--- src/rtl/tlb_perm_check.sv ---
module tlb_perm_check #(
  parameter int VA_W       = 48,
  parameter int PA_W       = 48,
  parameter int IDX_W      = 12,
  parameter int ASSOC_BASE = 2048
) (
  input  logic                    clk,
  input  logic                    rst_n,
  input  logic                    req_vld,
  input  logic [VA_W-1:0]         vaddr,
  input  logic [1:0]              acc_type,
  input  logic [1:0]              cur_plv,
  input  logic [IDX_W-1:0]        ent_idx,
  input  logic [5:0]              ent_ps,
  input  logic [5:0]              glob_ps,
  input  logic [1:0]              pg_valid,
  input  logic [1:0]              pg_dirty,
  input  logic [1:0]              pg_rplv,
  input  logic [1:0]              pg_nx,
  input  logic [1:0]              pg_nr,
  input  logic [3:0]              pg_plv,
  input  logic [2*(PA_W-12)-1:0]  pg_ppn,
  output logic                    rsp_vld,
  output logic [2:0]              rsp_code,
  output logic [PA_W-1:0]         rsp_pa,
  output logic                    rsp_rd,
  output logic                    rsp_wr,
  output logic                    rsp_ex
);
  localparam int PPN_W = PA_W - 12;

  localparam logic [2:0] C_OK    = 3'd0;
  localparam logic [2:0] C_INVAL = 3'd3;
  localparam logic [2:0] C_DIRTY = 3'd4;
  localparam logic [2:0] C_NORD  = 3'd5;
  localparam logic [2:0] C_NOEX  = 3'd6;
  localparam logic [2:0] C_PRIV  = 3'd7;

  localparam logic [1:0] A_FETCH = 2'd0;
  localparam logic [1:0] A_LOAD  = 2'd1;
  localparam logic [1:0] A_STORE = 2'd2;

  logic [5:0]       ps;
  logic             odd;
  logic             s_v, s_d, s_rplv, s_nx, s_nr;
  logic [1:0]       s_plv;
  logic [PPN_W-1:0] s_ppn;
  logic             priv_bad;
  logic [PA_W-1:0]  off_mask;
  logic [2:0]       code_c;
  logic             ok_c;

  assign ps  = (ent_idx >= IDX_W'(ASSOC_BASE)) ? ent_ps : glob_ps;
  assign odd = vaddr[ps];

  assign s_v    = pg_valid[odd];
  assign s_d    = pg_dirty[odd];
  assign s_rplv = pg_rplv[odd];
  assign s_nx   = pg_nx[odd];
  assign s_nr   = pg_nr[odd];
  assign s_plv  = odd ? pg_plv[3:2] : pg_plv[1:0];
  assign s_ppn  = odd ? pg_ppn[2*PPN_W-1:PPN_W] : pg_ppn[PPN_W-1:0];

  assign priv_bad = s_rplv ? (cur_plv != s_plv) : (cur_plv > s_plv);
  assign off_mask = (PA_W'(1) << ps) - PA_W'(1);

  always_comb begin
    if (!s_v)                               code_c = C_INVAL;
    else if (acc_type == A_FETCH && s_nx)   code_c = C_NOEX;
    else if (acc_type == A_LOAD && s_nr)    code_c = C_NORD;
    else if (priv_bad)                      code_c = C_PRIV;
    else if (acc_type == A_STORE && !s_d)   code_c = C_DIRTY;
    else                                    code_c = C_OK;
  end

  assign ok_c = (code_c == C_OK);

  always_ff @(posedge clk) begin
    if (!rst_n) begin
      rsp_vld  <= 1'b0;
      rsp_code <= C_OK;
      rsp_pa   <= '0;
      rsp_rd   <= 1'b0;
      rsp_wr   <= 1'b0;
      rsp_ex   <= 1'b0;
    end else begin
      rsp_vld <= req_vld;
      if (req_vld) begin
        rsp_code <= code_c;
        rsp_pa   <= ok_c ? ({s_ppn, 12'b0} | (PA_W'(vaddr) & off_mask)) : '0;
        rsp_rd   <= ok_c;
        rsp_wr   <= ok_c & s_d;
        rsp_ex   <= ok_c & ~s_nx;
      end
    end
  end
endmodule

--- config.mk ---
export PLATFORM = sky130hd
export DESIGN_NAME = tlb_perm_check
export DESIGN_NICKNAME = d
export VERILOG_FILES = /design/src/rtl/tlb_perm_check.sv
export SDC_FILE = /design/constraint.sdc
export NUM_CORES = 1
export LEC_CHECK = 0
export BUFFER_PORTS_ARGS = -buffer_cell sky130_fd_sc_hd__clkbuf_2
export CAP_MARGIN = 0
export CORE_MARGIN = 1
export CORE_UTILIZATION = 50
export CTS_CLUSTER_DIAMETER = 120
export DETAILED_ROUTE_END_ITERATION = 16
export PLACE_DENSITY = 0.86
export SETUP_SLACK_MARGIN = 0.5
export SLEW_MARGIN = 20
export SYNTH_ARGS = -nofsm -noshare
export SYNTH_HDL_FRONTEND = slang
export SYNTH_SLANG_ARGS = --single-unit
--- constraint.sdc ---
create_clock -name clk -period 9.59 [get_ports clk]
set_input_delay 1.4385 -clock clk [delete_from_list [all_inputs] [get_ports clk]]
set_output_delay 1.4385 -clock clk [all_outputs]
set_load 0.05 [all_outputs]
Word-level counts from Yosys, hierarchy flattened
Index checks and enable logic that the tools add are counted.
{"block": "op_classes", "add_sub_neg": 1, "multipliers": 0, "div": 0, "n_lt_le_gt_ge": 4, "n_eq_ne": 3, "shifts": 1, "n_mux": 22, "bitwise": 5, "n_reduce_logical": 6}
{"cell": "AND 48 bit", "n": 1}
{"cell": "two-way mux 48 bit", "n": 1}
{"cell": "bitwise OR 48 bit", "n": 1}
{"cell": "<< shifter 1 x 6 -> 48 bit, first input constant", "n": 1}
{"cell": "subtractor 48 x 2 -> 48 bit, second input constant", "n": 1}
{"cell": "two-way mux 36 bit", "n": 1}
{"cell": "two-way mux 3 bit", "n": 5}
{"cell": ">= comparator 12 bit, second input constant", "n": 1}
{"cell": "two-way mux 1 bit", "n": 12}
{"cell": "less-than comparator 6 x 7 -> 1 bit, second input constant", "n": 1}
{"cell": "binary-select mux 1 bit (select 6 bit)", "n": 1}
{"cell": "two-way mux 6 bit", "n": 1}
{"cell": "logical AND 1 bit", "n": 3}
{"cell": "logical NOT 3 bit", "n": 1}
{"cell": "AND 1 bit", "n": 2}
{"cell": "equality test 2 x 1 -> 1 bit, second input constant", "n": 1}
{"cell": "equality test 2 bit, second input constant", "n": 1}
{"cell": "> comparator 2 bit", "n": 1}
{"cell": "logical NOT 2 bit", "n": 1}
{"cell": "less-than comparator 1 x 2 -> 1 bit, second input constant", "n": 1}
{"cell": "two-way mux 2 bit", "n": 1}
{"cell": "!= test 2 bit", "n": 1}
{"cell": "logical NOT 1 bit", "n": 1}
{"cell": "inverter 1 bit", "n": 1}
{"block": "word_totals", "register_bits": 55, "latchBits": 0, "mem_bits_rw": 0, "mem_bits_ro": 0, "inputBits": 165, "out_inout_bits": 55, "memories": 0}

Logic depth before layout (Yosys ltp)
{"block": "depth", "word_depth": 15, "mapped_depth": 23, "mapped_depth_nobuf": 16}

Worst setup path after synthesis
OpenSTA, ideal clock, no wires.
{"block": "synth_timing", "kind": "input -> register", "from": "input port ent_ps[1]", "to": "register rsp_pa[42]", "setup_ps": 69, "arrival_time_ps": 5587, "path_slack_ps": 3934, "cell_stages": 21, "path_cell_list": "buf_2 buf_2 nand3b_1 a21oi_1 a2111oi_0 a21oi_1 or4_4 or2_1 buf_2 buf_1 mux2i_1 ha_1 a21o_1 o21ai_0 nand2_1 nor3_1 a31oi_1 or3b_1 buf_2 buf_6 o21ai_1"}
{"block": "synth_between", "elab_chain_cells": 14, "word_cells_on_any_way": 33}
{"item": "from (decl)", "line": "14", "source": "input logic [5:0] ent_ps,"}
{"item": "two-way mux 6 bit (*)", "line": "53", "source": "assign ps = (ent_idx >= IDX_W'(ASSOC_BASE)) ? ent_ps : glob_ps;"}
{"item": "binary-select mux 1 bit (select 6 bit)", "line": "54", "source": "assign odd = vaddr[ps];"}
{"item": "two-way mux 1 bit (not written as such)", "line": "54"}
{"item": "two-way mux 1 bit (not written as such) (2 in series)", "line": "57", "source": "assign s_d = pg_dirty[odd];"}
{"item": "logical NOT 1 bit", "line": "72", "source": "else if (acc_type == A_STORE && !s_d) code_c = C_DIRTY;"}
{"item": "logical AND 1 bit", "line": "72"}
{"item": "two-way mux 3 bit", "line": "72"}
{"item": "two-way mux 3 bit", "line": "71", "source": "else if (priv_bad) code_c = C_PRIV;"}
{"item": "two-way mux 3 bit", "line": "70", "source": "else if (acc_type == A_LOAD && s_nr) code_c = C_NORD;"}
{"item": "two-way mux 3 bit", "line": "69", "source": "else if (acc_type == A_FETCH && s_nx) code_c = C_NOEX;"}
{"item": "two-way mux 3 bit", "line": "68", "source": "if (!s_v) code_c = C_INVAL;"}
{"item": "logical NOT 3 bit", "line": "76", "source": "assign ok_c = (code_c == C_OK);"}
{"item": "two-way mux 48 bit (*)", "line": "90", "source": "rsp_pa <= ok_c ? ({s_ppn, 12'b0} | (PA_W'(vaddr) & off_mask)) : '0;"}
{"item": "to (signal assigned)", "line": "90"}
{"item": "to (decl)", "line": "25", "source": "output logic [PA_W-1:0] rsp_pa,"}
Every way passes the cells marked *; elsewhere a longest branch is shown, timed or not. The select of a mux whose other input is x is not followed.
A chain may end at the register's enable or synchronous reset.

Final worst setup path
{"block": "layout_timing", "from": "input port ent_idx[11]", "to": "register rsp_pa[4]"}
{"block": "layout_between", "elab_chain_cells": 15, "word_cells_on_any_way": 33}
{"item": "from (decl)", "line": "13", "source": "input logic [IDX_W-1:0] ent_idx,"}
{"item": ">= comparator 12 bit (*)", "line": "53"}
{"item": "two-way mux 6 bit (*)", "line": "53"}
{"item": "binary-select mux 1 bit (select 6 bit)", "line": "54"}
{"item": "two-way mux 1 bit (not written as such)", "line": "54"}
{"item": "two-way mux 1 bit (not written as such) (2 in series)", "line": "57"}
{"item": "logical NOT 1 bit", "line": "72"}
{"item": "logical AND 1 bit", "line": "72"}
{"item": "two-way mux 3 bit", "line": "72"}
{"item": "two-way mux 3 bit", "line": "71"}
{"item": "two-way mux 3 bit", "line": "70"}
{"item": "two-way mux 3 bit", "line": "69"}
{"item": "two-way mux 3 bit", "line": "68"}
{"item": "logical NOT 3 bit", "line": "76"}
{"item": "two-way mux 48 bit (*)", "line": "90"}
Marks and branches as above.

==> results.md <==
- Die W: about 97 um
- DRT Pass-1 Iters: 5
- Fin Setup TNS: 0 ns
- Critical path, cell by cell: clkbuf_2 -> or3b_1 -> nand2_1 -> a221oi_1 -> a2111oi_0 -> or4_4 -> or2_2 -> mux2i_1 -> ha_1 -> a21o_1 -> o21ai_0 -> nand2_1 -> nor3_1 -> a31oi_1 -> or3b_1 -> buf_4 -> o31ai_1
- Post-DP HPWL: 14,260 um
- Inst Count DP: 890
- Most used DFF post-synth: dfxtp_1
- Largest net degree at the start of global routing: 50
- Congestion Overflow GR: 0
- Clk sink count: 55
- Top delay family on crit path: simple AND/OR/NAND/NOR gates
- Core Footprint: 0.008678 mm^2
- Mapped Cells: 613
- Min Tclk post-route: 6.726 ns
- First-pass GRT wire length: 27,810 um
- Starting density of the core: 51.60%
- Cell with the most instances after synthesis: nand2_1
- Via/cell ratio: 6.330
- Yosys cell types: slightly below 70
- Antenna cells: 0
- RSZ-0062 raised after global routing: no
- CTS tree: yes
- Area share of the largest cell type after synthesis: between 20% and 30%
- Via total after detailed routing: 5,691
- # resized after CTS: 0
- # hold bufs at CTS: 0
- Final worst-path cycle share: 70.14%
- Gpl congestion: 0.9769
- Yosys warnings: 0
- Die area: 0.009338 mm^2
- Seq/Total Area, Yosys: between 20% and 30%
- Vias in the first global route: 5,192
- Antenna Nets Post-Route: 0
- WP data required: 9.82 ns
- Top cells by area, synth: dfxtp_1, mux2_2, nand2_1, a21oi_1, o21ai_1
- Multi-input combinational cell area: ~0.0031 mm^2
- Fmax: 148.7 MHz
- Port buffer count: 208
- Syn nets: ~780
- Yosys reg bits: 55
- Worst path bufs/invs: 2
- Leakage: about 2.5 nW
- Area grow syn2layout: 24.59%
- Leading area contributor after synthesis: dfxtp_1
- Fin. max-slew vios: 0
- Worst-margin pin slew: 1.020 ns
- Fill count: 800
- Avg WL per Cell: just over 20 um
- Synth Area per Inst: between 7 and 8 um^2
- Worst skew pair latency: 0.31 ns
- Slew margin rel.: 31.77%
- Share of cells above drive strength 1: 33.88%
- Number of remaining DRC errors: 0
- Post-synth EDFFs: 0
- Clock skew: 0 ns
- Sequential cell area: 0.001101 mm^2
- Fin cells: about 900
- CP endpoint kind: register
- Worst Setup Path Type: input pin to register
- Crit start category: input pin
- CTS H-tree depth: 2
- Initial DRC Count: ~520
- Clk slew on worst S/H paths: 0.11 ns
- Row Count: 34
- Crit path DAT: between 6 and 7 ns
- CTS Buffer Depth: 2
- Synthesized area: 0.004478 mm^2
- Worst Path Max Fanout: 43
- Die H: 96.64 um
- Final setup vio count: 0
- Largest stage delay on the critical path: approximately 0.70 ns
- Slowest CP cell: a2111oi_0
- GRT Util Overall: between 30% and 40%
- Power density cells: about 120 mW/mm^2
- Boundary pin count: 220
- Post-synth top cells: nand2_1, a21oi_1, dfxtp_1
- Detailed Route WL: approximately 18,000 um
- VDD IR-drop max: 0.06000 mV
- Clock root cell: clkbuf_8
- Post-CTS Setup Bufs: 0
- Fin. Hold Viols: 0
- Max_cap viols: 0
- Asr flop ratio synth: 0%
- Status: complete, no violations
- Hold WC Path Type: register to register
- Initial antenna violation count: 0
- Num CTS Buffers: 5
- Nets: 958
[tightest hold or removal path: stages, from the launching register on]
cell	delay, ns
dfxtp_1	0.32
nand2_1	0.05
o21ai_1	0.05
[logic make-up after synthesis]
group | after synthesis | synth area share, %
AOI/OAI and AO/OA | 234 | 32.22
and+or+nand+nor | 204 | 21.88
buffers and inverters | 57 | 6.119
DFF | 55 | 24.59
muxes | 53 | 12.99
xor gates and xnor gates | 7 | 1.369
adders and majority gates | 3 | 0.8383
[flip-flops by register name, indices dropped and copies added (netlist names)]
signal / count
rsp_ex: 1
rsp_rd: 1
rsp_wr: 1
rsp_code: 3
rsp_vld: 1
rsp_pa: 48
[layer usage]
layer / share of wire (%) / vias to the layer above / GRT usage, %
li1: - / 2615 / -
met3: 9.6 / 47 / 6.575
met1: 40 / 2664 / 48.72
met2: 47 / 365 / 61.27
met5: 0 / - / 0
met4: 3.4 / 0 / 14.47
[per-stage QoR]
stage	hold WS [ns]	util, %	cell area (um^2)	power, W	setup slack, ns
after global routing	0.4702	64.29	5579	0.0007219	2.516
after detailed placement	0.4395	63.08	5474	0.0005576	2.652
after CTS	0.4546	64.06	5559	0.0006910	2.996
after floorplan	0.6623	-	4478	0.0004619	3.934
after global placement	0.4322	63.08	5474	0.0005499	2.808
final	0.4496	64.29	5579	0.0006945	2.864
[cell usage in the layout, fill, tap and decap left out, types with 3 or more instances in the layout]
cell type and instances:
ha_1 3, xnor2_1 4, o211ai_1 8, o21a_1 6, a21oi_1 59, o22ai_1 12, clkbuf_8 5, nor2b_1 5
nor3_1 8, dfxtp_1 55, a2bb2oi_1 3, xor2_1 3, a32o_1 9, or3_1 5, or3b_1 4, o21ai_1 42
nand3b_1 7, a22oi_1 3, or4_1 3, inv_1 13, nor3b_1 3, nand2_1 101, a22o_1 4, or2_2 3
nand2b_1 10, nor2_1 27, o21ai_0 41, a2111oi_0 3, and2_1 9, mux2_2 36, buf_4 5, o32ai_1 4
nand3_1 6, clkbuf_2 208, o31ai_1 8, a31oi_1 11, mux2i_1 15
[report_power, final]
| group | switching (W) | leakage [nW] | internal, W |
|---|---|---|---|
| Combinational | 0.000198 | 2.00 | 0.000114 |
| Sequential | 0.00000691 | 0.446 | 0.000242 |
| Clock | 0.0000834 | 0.0412 | 0.0000514 |
[path summary, 6_finish.rpt]
path,endpoint,cells past startpoint,slack (ns),start
worst max-delay path,rsp_pa[4]$_SDFFE_PN0P_,17,2.86,ent_idx[11]
worst min-delay path,rsp_pa[1]$_SDFFE_PN0P_,2,0.45,rsp_pa[1]$_SDFFE_PN0P_
worst max register to register,rsp_ex$_SDFFE_PN0P_,3,8.83,rsp_ex$_SDFFE_PN0P_
worst min register to register,rsp_pa[1]$_SDFFE_PN0P_,2,0.45,rsp_pa[1]$_SDFFE_PN0P_
[layout make-up]
class                           instances  share of cell area [%]
Multi-Input combinational cell        501                   55.75
Sequential cell                        55                   19.74
Timing Repair Buffer                  214                   19.69
Tap cell                              108                   2.422
Clock buffer                            6                   1.301
Inverter                               13                  0.8746
Clock inverter                          2                  0.2243
Note: power is estimated with default switching activity, not from simulation.
